### src/rtl/rng_stream_pkg.sv
package rng_stream_pkg;

    // Fetch sequencing toward the external bijection
    typedef enum logic [1:0] {
        FS_IDLE  = 2'd0,
        FS_ISSUE = 2'd1,
        FS_WAIT  = 2'd2
    } fetch_st_e;

endpackage

### src/rtl/rng_lane_adder.sv
// Multi-word adder built from per-lane adders with a rippling carry.
module rng_lane_adder #(
    parameter int unsigned WORD_W = 32,
    parameter int unsigned LANES  = 4,
    localparam int unsigned CTR_W = WORD_W * LANES
) (
    input  logic [CTR_W-1:0] a,
    input  logic [CTR_W-1:0] b,
    output logic [CTR_W-1:0] sum
);

    logic [LANES-1:0] carry;

    assign carry[0] = 1'b0;

    for (genvar i = 0; i < LANES; i++) begin : g_lane
        if (i < LANES - 1) begin : g_mid
            logic [WORD_W:0] lane_s;
            assign lane_s = {1'b0, a[i*WORD_W +: WORD_W]}
                          + {1'b0, b[i*WORD_W +: WORD_W]}
                          + (WORD_W+1)'(carry[i]);
            assign sum[i*WORD_W +: WORD_W] = lane_s[WORD_W-1:0];
            assign carry[i+1]              = lane_s[WORD_W];
        end else begin : g_top
            assign sum[i*WORD_W +: WORD_W] = a[i*WORD_W +: WORD_W]
                                           + b[i*WORD_W +: WORD_W]
                                           + WORD_W'(carry[i]);
        end
    end

endmodule

### src/rtl/rng_stream_state.sv
// Key and counter registers with load, skip-ahead and single-step advance.
module rng_stream_state #(
    parameter int unsigned WORD_W = 32,
    parameter int unsigned LANES  = 4,
    parameter logic [2*WORD_W-1:0] DEFAULT_SEED = 64'd67280421310721,
    localparam int unsigned CTR_W  = WORD_W * LANES,
    localparam int unsigned KEY_W  = 2 * WORD_W,
    localparam int unsigned HALF_W = CTR_W / 2
) (
    input  logic              clk,
    input  logic              rst_n,
    input  logic              do_load,
    input  logic [KEY_W-1:0]  seed,
    input  logic [HALF_W-1:0] subseq,
    input  logic              do_skip,
    input  logic [HALF_W-1:0] skip_n,
    input  logic              do_incr,
    output logic [KEY_W-1:0]  key_o,
    output logic [CTR_W-1:0]  ctr_o
);

    typedef struct packed {
        logic [KEY_W-1:0] key;
        logic [CTR_W-1:0] ctr;
    } st_t;

    st_t st_d, st_q;

    logic [CTR_W-1:0] addend;
    logic [CTR_W-1:0] ctr_sum;

    // Skip and step share the adder; the arbiter above never asserts both
    assign addend = do_skip ? {{HALF_W{1'b0}}, skip_n} : CTR_W'(1);

    rng_lane_adder #(
        .WORD_W (WORD_W),
        .LANES  (LANES)
    ) u_adder (
        .a   (st_q.ctr),
        .b   (addend),
        .sum (ctr_sum)
    );

    always_comb begin
        st_d = st_q;
        if (do_load) begin
            st_d.key = seed;
            st_d.ctr = {subseq, {HALF_W{1'b0}}};
        end else if (do_skip || do_incr) begin
            st_d.ctr = ctr_sum;
        end
    end

    always_ff @(posedge clk or negedge rst_n) begin
        if (!rst_n) begin
            st_q.key <= DEFAULT_SEED;
            st_q.ctr <= '0;
        end else begin
            st_q <= st_d;
        end
    end

    assign key_o = st_q.key;
    assign ctr_o = st_q.ctr;

    // load places seed in key and subsequence in the upper counter half
    a_r2_load_fields: assert property (@(posedge clk) disable iff (!rst_n)
        do_load |=> (st_q.key == $past(seed)) &&
                    (st_q.ctr[CTR_W-1:HALF_W] == $past(subseq)) &&
                    (st_q.ctr[HALF_W-1:0] == '0));

    // a single step is a full-width +1
    a_r6_step_plus_one: assert property (@(posedge clk) disable iff (!rst_n)
        (do_incr && !do_load && !do_skip) |=> (st_q.ctr == $past(st_q.ctr) + CTR_W'(1)));

    // skip adds the zero-extended count and keeps the key
    a_r7_skip_add: assert property (@(posedge clk) disable iff (!rst_n)
        (do_skip && !do_load) |=>
            (st_q.ctr == $past(st_q.ctr) + {{HALF_W{1'b0}}, $past(skip_n)}) &&
            $stable(st_q.key));

    // without a command or step the state holds
    a_r8_state_hold: assert property (@(posedge clk) disable iff (!rst_n)
        (!do_load && !do_skip && !do_incr) |=> $stable(st_q));

endmodule

### src/rtl/rng_word_buf.sv
// Holds one fetched output group and serves it word by word.
module rng_word_buf #(
    parameter int unsigned WORD_W = 32,
    parameter int unsigned LANES  = 4,
    localparam int unsigned CTR_W = WORD_W * LANES,
    localparam int unsigned IDX_W = $clog2(LANES)
) (
    input  logic              clk,
    input  logic              rst_n,
    input  logic              clear,
    input  logic              fill,
    input  logic [CTR_W-1:0]  fill_data,
    input  logic              serve,
    output logic [IDX_W-1:0]  idx_o,
    output logic              word_valid,
    output logic [WORD_W-1:0] word_data
);

    localparam logic [IDX_W-1:0] IDX_LAST = IDX_W'(LANES - 1);

    typedef struct packed {
        logic [LANES-1:0][WORD_W-1:0] words;
        logic [IDX_W-1:0]             idx;
        logic                         vld;
        logic [WORD_W-1:0]            dout;
    } wb_t;

    wb_t wb_d, wb_q;

    always_comb begin
        wb_d     = wb_q;
        wb_d.vld = 1'b0;
        if (clear) begin
            wb_d.idx = '0;
        end else if (fill) begin
            for (int i = 0; i < LANES; i++) begin
                wb_d.words[i] = fill_data[i*WORD_W +: WORD_W];
            end
            wb_d.dout = fill_data[WORD_W-1:0];
            wb_d.idx  = IDX_W'(1);
            wb_d.vld  = 1'b1;
        end else if (serve) begin
            wb_d.dout = wb_q.words[wb_q.idx];
            wb_d.idx  = (wb_q.idx == IDX_LAST) ? '0 : wb_q.idx + IDX_W'(1);
            wb_d.vld  = 1'b1;
        end
    end

    always_ff @(posedge clk or negedge rst_n) begin
        if (!rst_n) begin
            wb_q <= '0;
        end else begin
            wb_q <= wb_d;
        end
    end

    assign idx_o      = wb_q.idx;
    assign word_valid = wb_q.vld;
    assign word_data  = wb_q.dout;

    // the last word wraps the index back to zero
    a_r5_idx_wrap: assert property (@(posedge clk) disable iff (!rst_n)
        (serve && !fill && !clear && wb_q.idx == IDX_LAST) |=> (wb_q.idx == '0));

    // a fill presents the lowest word of the response next cycle
    a_r4_fill_word0: assert property (@(posedge clk) disable iff (!rst_n)
        (fill && !clear) |=> (word_valid && word_data == $past(fill_data[WORD_W-1:0]) &&
                              wb_q.idx == IDX_W'(1)));

    // with no clear, fill or serve, index and stored words stay put
    a_r7_buf_hold: assert property (@(posedge clk) disable iff (!rst_n)
        (!clear && !fill && !serve) |=> ($stable(wb_q.idx) && $stable(wb_q.words) && !word_valid));

endmodule

### src/rtl/rng_stream_ctrl.sv
// Stream controller: arbitration of commands and word requests, fetch sequencing.
module rng_stream_ctrl #(
    parameter int unsigned WORD_W = 32,
    parameter int unsigned LANES  = 4,
    parameter logic [2*WORD_W-1:0] DEFAULT_SEED = 64'd67280421310721,
    localparam int unsigned CTR_W  = WORD_W * LANES,
    localparam int unsigned KEY_W  = 2 * WORD_W,
    localparam int unsigned HALF_W = CTR_W / 2,
    localparam int unsigned IDX_W  = $clog2(LANES)
) (
    input  logic              clk,
    input  logic              rst_n,
    input  logic              load_valid,
    input  logic [KEY_W-1:0]  load_seed,
    input  logic [HALF_W-1:0] load_subseq,
    input  logic              skip_valid,
    input  logic [HALF_W-1:0] skip_count,
    output logic              cmd_ready,
    input  logic              req_valid,
    output logic              req_ready,
    output logic              word_valid,
    output logic [WORD_W-1:0] word_data,
    output logic              bij_req_valid,
    output logic [CTR_W-1:0]  bij_ctr,
    output logic [KEY_W-1:0]  bij_key,
    input  logic              bij_rsp_valid,
    input  logic [CTR_W-1:0]  bij_rsp_data
);

    import rng_stream_pkg::*;

    typedef struct packed {
        fetch_st_e st;
    } ctl_t;

    ctl_t ctl_d, ctl_q;

    logic             idle;
    logic             load_go;
    logic             skip_go;
    logic             req_go;
    logic             fetch_go;
    logic             serve_go;
    logic             rsp_take;
    logic [IDX_W-1:0] idx;

    // Arbitration: load over skip over word request, all gated by idle
    always_comb begin
        idle      = (ctl_q.st == FS_IDLE);
        cmd_ready = idle;
        req_ready = idle && !load_valid && !skip_valid;
        load_go   = idle && load_valid;
        skip_go   = idle && skip_valid && !load_valid;
        req_go    = req_valid && req_ready;
        fetch_go  = req_go && (idx == '0);
        serve_go  = req_go && (idx != '0);
        rsp_take  = !idle && bij_rsp_valid;
    end

    always_comb begin
        ctl_d = ctl_q;
        unique case (ctl_q.st)
            FS_IDLE:  if (fetch_go) ctl_d.st = FS_ISSUE;
            FS_ISSUE: ctl_d.st = rsp_take ? FS_IDLE : FS_WAIT;
            FS_WAIT:  if (rsp_take) ctl_d.st = FS_IDLE;
            default:  ctl_d.st = FS_IDLE;
        endcase
    end

    always_ff @(posedge clk or negedge rst_n) begin
        if (!rst_n) begin
            ctl_q.st <= FS_IDLE;
        end else begin
            ctl_q <= ctl_d;
        end
    end

    assign bij_req_valid = (ctl_q.st == FS_ISSUE);

    rng_stream_state #(
        .WORD_W       (WORD_W),
        .LANES        (LANES),
        .DEFAULT_SEED (DEFAULT_SEED)
    ) u_state (
        .clk     (clk),
        .rst_n   (rst_n),
        .do_load (load_go),
        .seed    (load_seed),
        .subseq  (load_subseq),
        .do_skip (skip_go),
        .skip_n  (skip_count),
        .do_incr (rsp_take),
        .key_o   (bij_key),
        .ctr_o   (bij_ctr)
    );

    rng_word_buf #(
        .WORD_W (WORD_W),
        .LANES  (LANES)
    ) u_buf (
        .clk        (clk),
        .rst_n      (rst_n),
        .clear      (load_go),
        .fill       (rsp_take),
        .fill_data  (bij_rsp_data),
        .serve      (serve_go),
        .idx_o      (idx),
        .word_valid (word_valid),
        .word_data  (word_data)
    );

    // a fetch starts with a one-cycle request pulse
    a_r3_fetch_pulse: assert property (@(posedge clk) disable iff (!rst_n)
        fetch_go |=> bij_req_valid);

    a_r3_pulse_single: assert property (@(posedge clk) disable iff (!rst_n)
        bij_req_valid |=> !bij_req_valid);

    // counter and key frozen while a fetch is outstanding
    a_r8_frozen_in_fetch: assert property (@(posedge clk) disable iff (!rst_n)
        (!idle && !bij_rsp_valid) |=> ($stable(bij_ctr) && $stable(bij_key)));

    // taking a response yields a word next cycle
    a_r4_rsp_word: assert property (@(posedge clk) disable iff (!rst_n)
        rsp_take |=> word_valid);

    // a buffered request yields a word and no fetch
    a_r5_serve_word: assert property (@(posedge clk) disable iff (!rst_n)
        serve_go |=> (word_valid && !bij_req_valid));

endmodule

### config.mk
export PLATFORM = sky130hd
export DESIGN_NAME = rng_stream_ctrl
export DESIGN_NICKNAME = d
export VERILOG_FILES = /design/src/rtl/rng_stream_pkg.sv /design/src/rtl/rng_lane_adder.sv /design/src/rtl/rng_stream_state.sv /design/src/rtl/rng_word_buf.sv /design/src/rtl/rng_stream_ctrl.sv
export SDC_FILE = /design/constraint.sdc
export NUM_CORES = 1
export LEC_CHECK = 0
export ABC_AREA = 1
export BUFFER_PORTS_ARGS = -buffer_cell sky130_fd_sc_hd__buf_2
export CAP_MARGIN = 40
export CORE_UTILIZATION = 25
export CTS_CLUSTER_DIAMETER = 30
export DETAILED_ROUTE_END_ITERATION = 10
export SYNTH_ARGS = -nofsm -noshare
export SYNTH_HDL_FRONTEND = slang
export SYNTH_SLANG_ARGS = --single-unit
### constraint.sdc
create_clock -name clk -period 15.71 [get_ports clk]
set_input_delay 0.7855 -clock clk [delete_from_list [all_inputs] [get_ports clk]]
set_output_delay 0.7855 -clock clk [all_outputs]
set_load 0.005 [all_outputs]
==> impl_metrics.ini <==
[power]
p_seq_share_pct = 32.2
ir_worst_vdd_mv = 0.121
p_sw_mw = 1.38
leakage_nw = 16.2
comb_power_share_pct = 21.0
p_int_mw = 2.91
clkPwrFrac_pct = 46.8
sw_frac_of_total_pct = 32.2
p_per_area_nw_per_um2 = 148

[floorplan]
fp.dieW_um = 298
fp.coreArea_sq_um = 86900
fp.dieArea_sq_um = 89000
rows = 108
io-pin-count = 554
die_y_um = 298
start_util_pct = 25.3

[setup_path]
reg2reg_slack_ns = 8.07
endpoint_kind = flop
worstPathMaxFanout = 20
arrival_ns = 8.14
cp_slowest_cell = or2_2
reg2reg_to = u_state.ctr_o[118]
cp.required_ns = 16.21
rr_startpoint = ctl_q[0]
reg2regPathDepth = 49
cp-start-kind = flop
cp_common_cell = nand3_1
path_class = reg2reg
slowest_delay_ns = 0.53

[synth]
yosysUniqueCellTypes = 46
synthArstFlopShare_pct = 100
yosys_warnings = 0
dominantRegCellSynth = dfrtp_1
synth-edff-count = 0
netlist_top_cells_area = dfrtp_1 38%, nand2_1 23%, inv_1 6.9%
netlist.area_leader.share_pct = 38.3
synth.avg_cell_area_sq_um = 6.74
netlist_area_sq_um = 22000
ys_seq_elements = 357
synthCells = 3257
synth_top_area_cell = dfrtp_1
ys_seq_area_share_pct = 40.8
syn_nets = 3655

[global_routing]
grt_overflow = 0
antenna_found_initial = 19
grt_pass1_vias = 21785
grt_pass1_wl_um = 129000
grt_max_degree = 78
grt.total_usage_pct = 18.8

[clocking]
cts_setup_buffers = 0
post_cts_resized = 0
cts_tree = built
clkLatencyLatePin_ns = 0.65
cts.sinks = 357
path_clk_slew_ns = 0.05
hold_buffers = 0
h-tree-depth = 3
numCtsBuffers = 100
cts_max_path_buffers = 3
root_buffer = clkbuf_16

[routing]
detail-route-antenna-nets = 0
first_iter_violations = 1628
wl_per_cell_um = 16.9
dr.pass1.iters = 5
wl_um = 85000
drc = 0
via_per_inst = 4.49
vias = 22592

[cells_and_area]
final_cell_mix = 1,368 x nand2_1, 552 x buf_2, 402 x inv_1
syn_to_final_growth_pct = 32.4
instances_no_fill = 5036
fin_nets = 4192
drive_gt1_share_pct = 20.5
final_common_cell = nand2_1
fill_cells = 9455

[timing]
fmax_mhz = 131
rsz0062_at_grt = false
min_period_ns = 7.64
fin_tns_setup_ns = 0
fin_crit_sh_pct = 48.6
skew_ns = 0.0476
slew_headroom_pct = 41.9
setup_viol = 0
final-hold-violation-count = 0
hold_slack_ns = 0.130
setup_slack_ns = 8.07
drv_slew = 0
worstMarginPinSlew_ns = 0.872

[worst_hold_path]
hp-class = in2async

[place]
dp_cells = 4847
place_ws_ns = 7.56
io_buffers = 553
gp_congestion = 0.928
dpl.hpwl_um = 64200

[outcome]
status = complete, no violations

[run]
cap_violations = 0
Yosys cell counts, drive strengths merged, types with 28 or more instances:
| cell type | count |
|---|---|
| nand3 | 178 |
| nor2 | 260 |
| nand2 | 1371 |
| a21oi | 106 |
| buf | 114 |
| ha | 69 |
| inv | 411 |
| o21ai | 208 |
| dfrtp | 336 |
| clkbuf | 28 |
| nor3 | 32 |
through the flow:
| step | total power [mW] | util [%] | instance area [sq um] |
|---|---|---|---|
| finish | 4.29 | 33.4 | 29100 |
| global placement | 2.28 | 29.4 | 25600 |
| global route | 4.54 | 33.4 | 29100 |
| CTS | 4.34 | 33.4 | 29000 |
| floorplan | 1.90 | - | 22000 |
| detailed placement | 2.30 | 29.5 | 25700 |
how the worst max path moves through the flow:
stage	depth (start not counted)	to	slack, ns	start
after CTS	49	u_state.ctr_o[118]	8.08	ctl_q[0]
final	49	u_state.ctr_o[118]	8.07	ctl_q[0]
after global routing	47	u_state.ctr_o[120]	7.22	ctl_q[0]
after detailed placement	50	u_state.ctr_o[118]	7.56	load_valid
after global placement	50	u_state.ctr_o[118]	7.70	load_valid
after floorplan	50	u_state.ctr_o[118]	9.38	load_valid
sequential cells by signal, indices dropped and copies added, names as in the netlist:
register	cells
u_state.key_o	64
u_buf.word_valid	1
u_state.ctr_o	128
u_buf.idx_o	2
u_buf.word_data	32
ctl_q	2
u_buf.wb_q	128
per-layer routing:
metal / GRT usage, % / part of all wire, %
met5: 0 / 0.12
met4: 6.42 / 2.7
met3: 5.55 / 8.3
met1: 24.7 / 44
met2: 29.2 / 45
cell type report:
cell class / count / area, sq um / area share (%)
multi-input cells: 2346 / 10700 / 36.7
clock buffers: 133 / 2800 / 9.63
diodes: 7 / 17.5 / 0.0603
well taps: 1155 / 1450 / 4.97
inverters: 412 / 1550 / 5.35
clock inverters: 49 / 576 / 1.98
repair buffers: 577 / 3040 / 10.4
flip-flops and latches: 357 / 8960 / 30.8
critical path: cells and delay by family (launching register included):
family	cells	cell delay (ns)
simple gates	35	4.36
fa+ha+maj	8	2.23
flops	1	0.41
buf+inv	5	0.35
compound gates	1	0.08
power groups by stage:
stage | sequential, mW | clock (mW) | combinational [mW]
floorplan | 1.34 | 0 | 0.567
global placement | 1.38 | 0 | 0.893
detailed placement | 1.39 | 0 | 0.909
CTS | 1.38 | 2.04 | 0.913
global route | 1.41 | 2.10 | 1.02
finish | 1.38 | 2.01 | 0.900
cell families after synthesis:
family	Yosys count	synth area share (%)
buffers and inverters	554	10.6
and+or+nand+nor	1888	34.7
adders and majority gates	72	4.21
AOI/OAI and AO/OA	363	8.81
DFF	357	40.8
xor gates and xnor gates	23	0.918
Note: power is estimated with default switching activity, not from simulation.
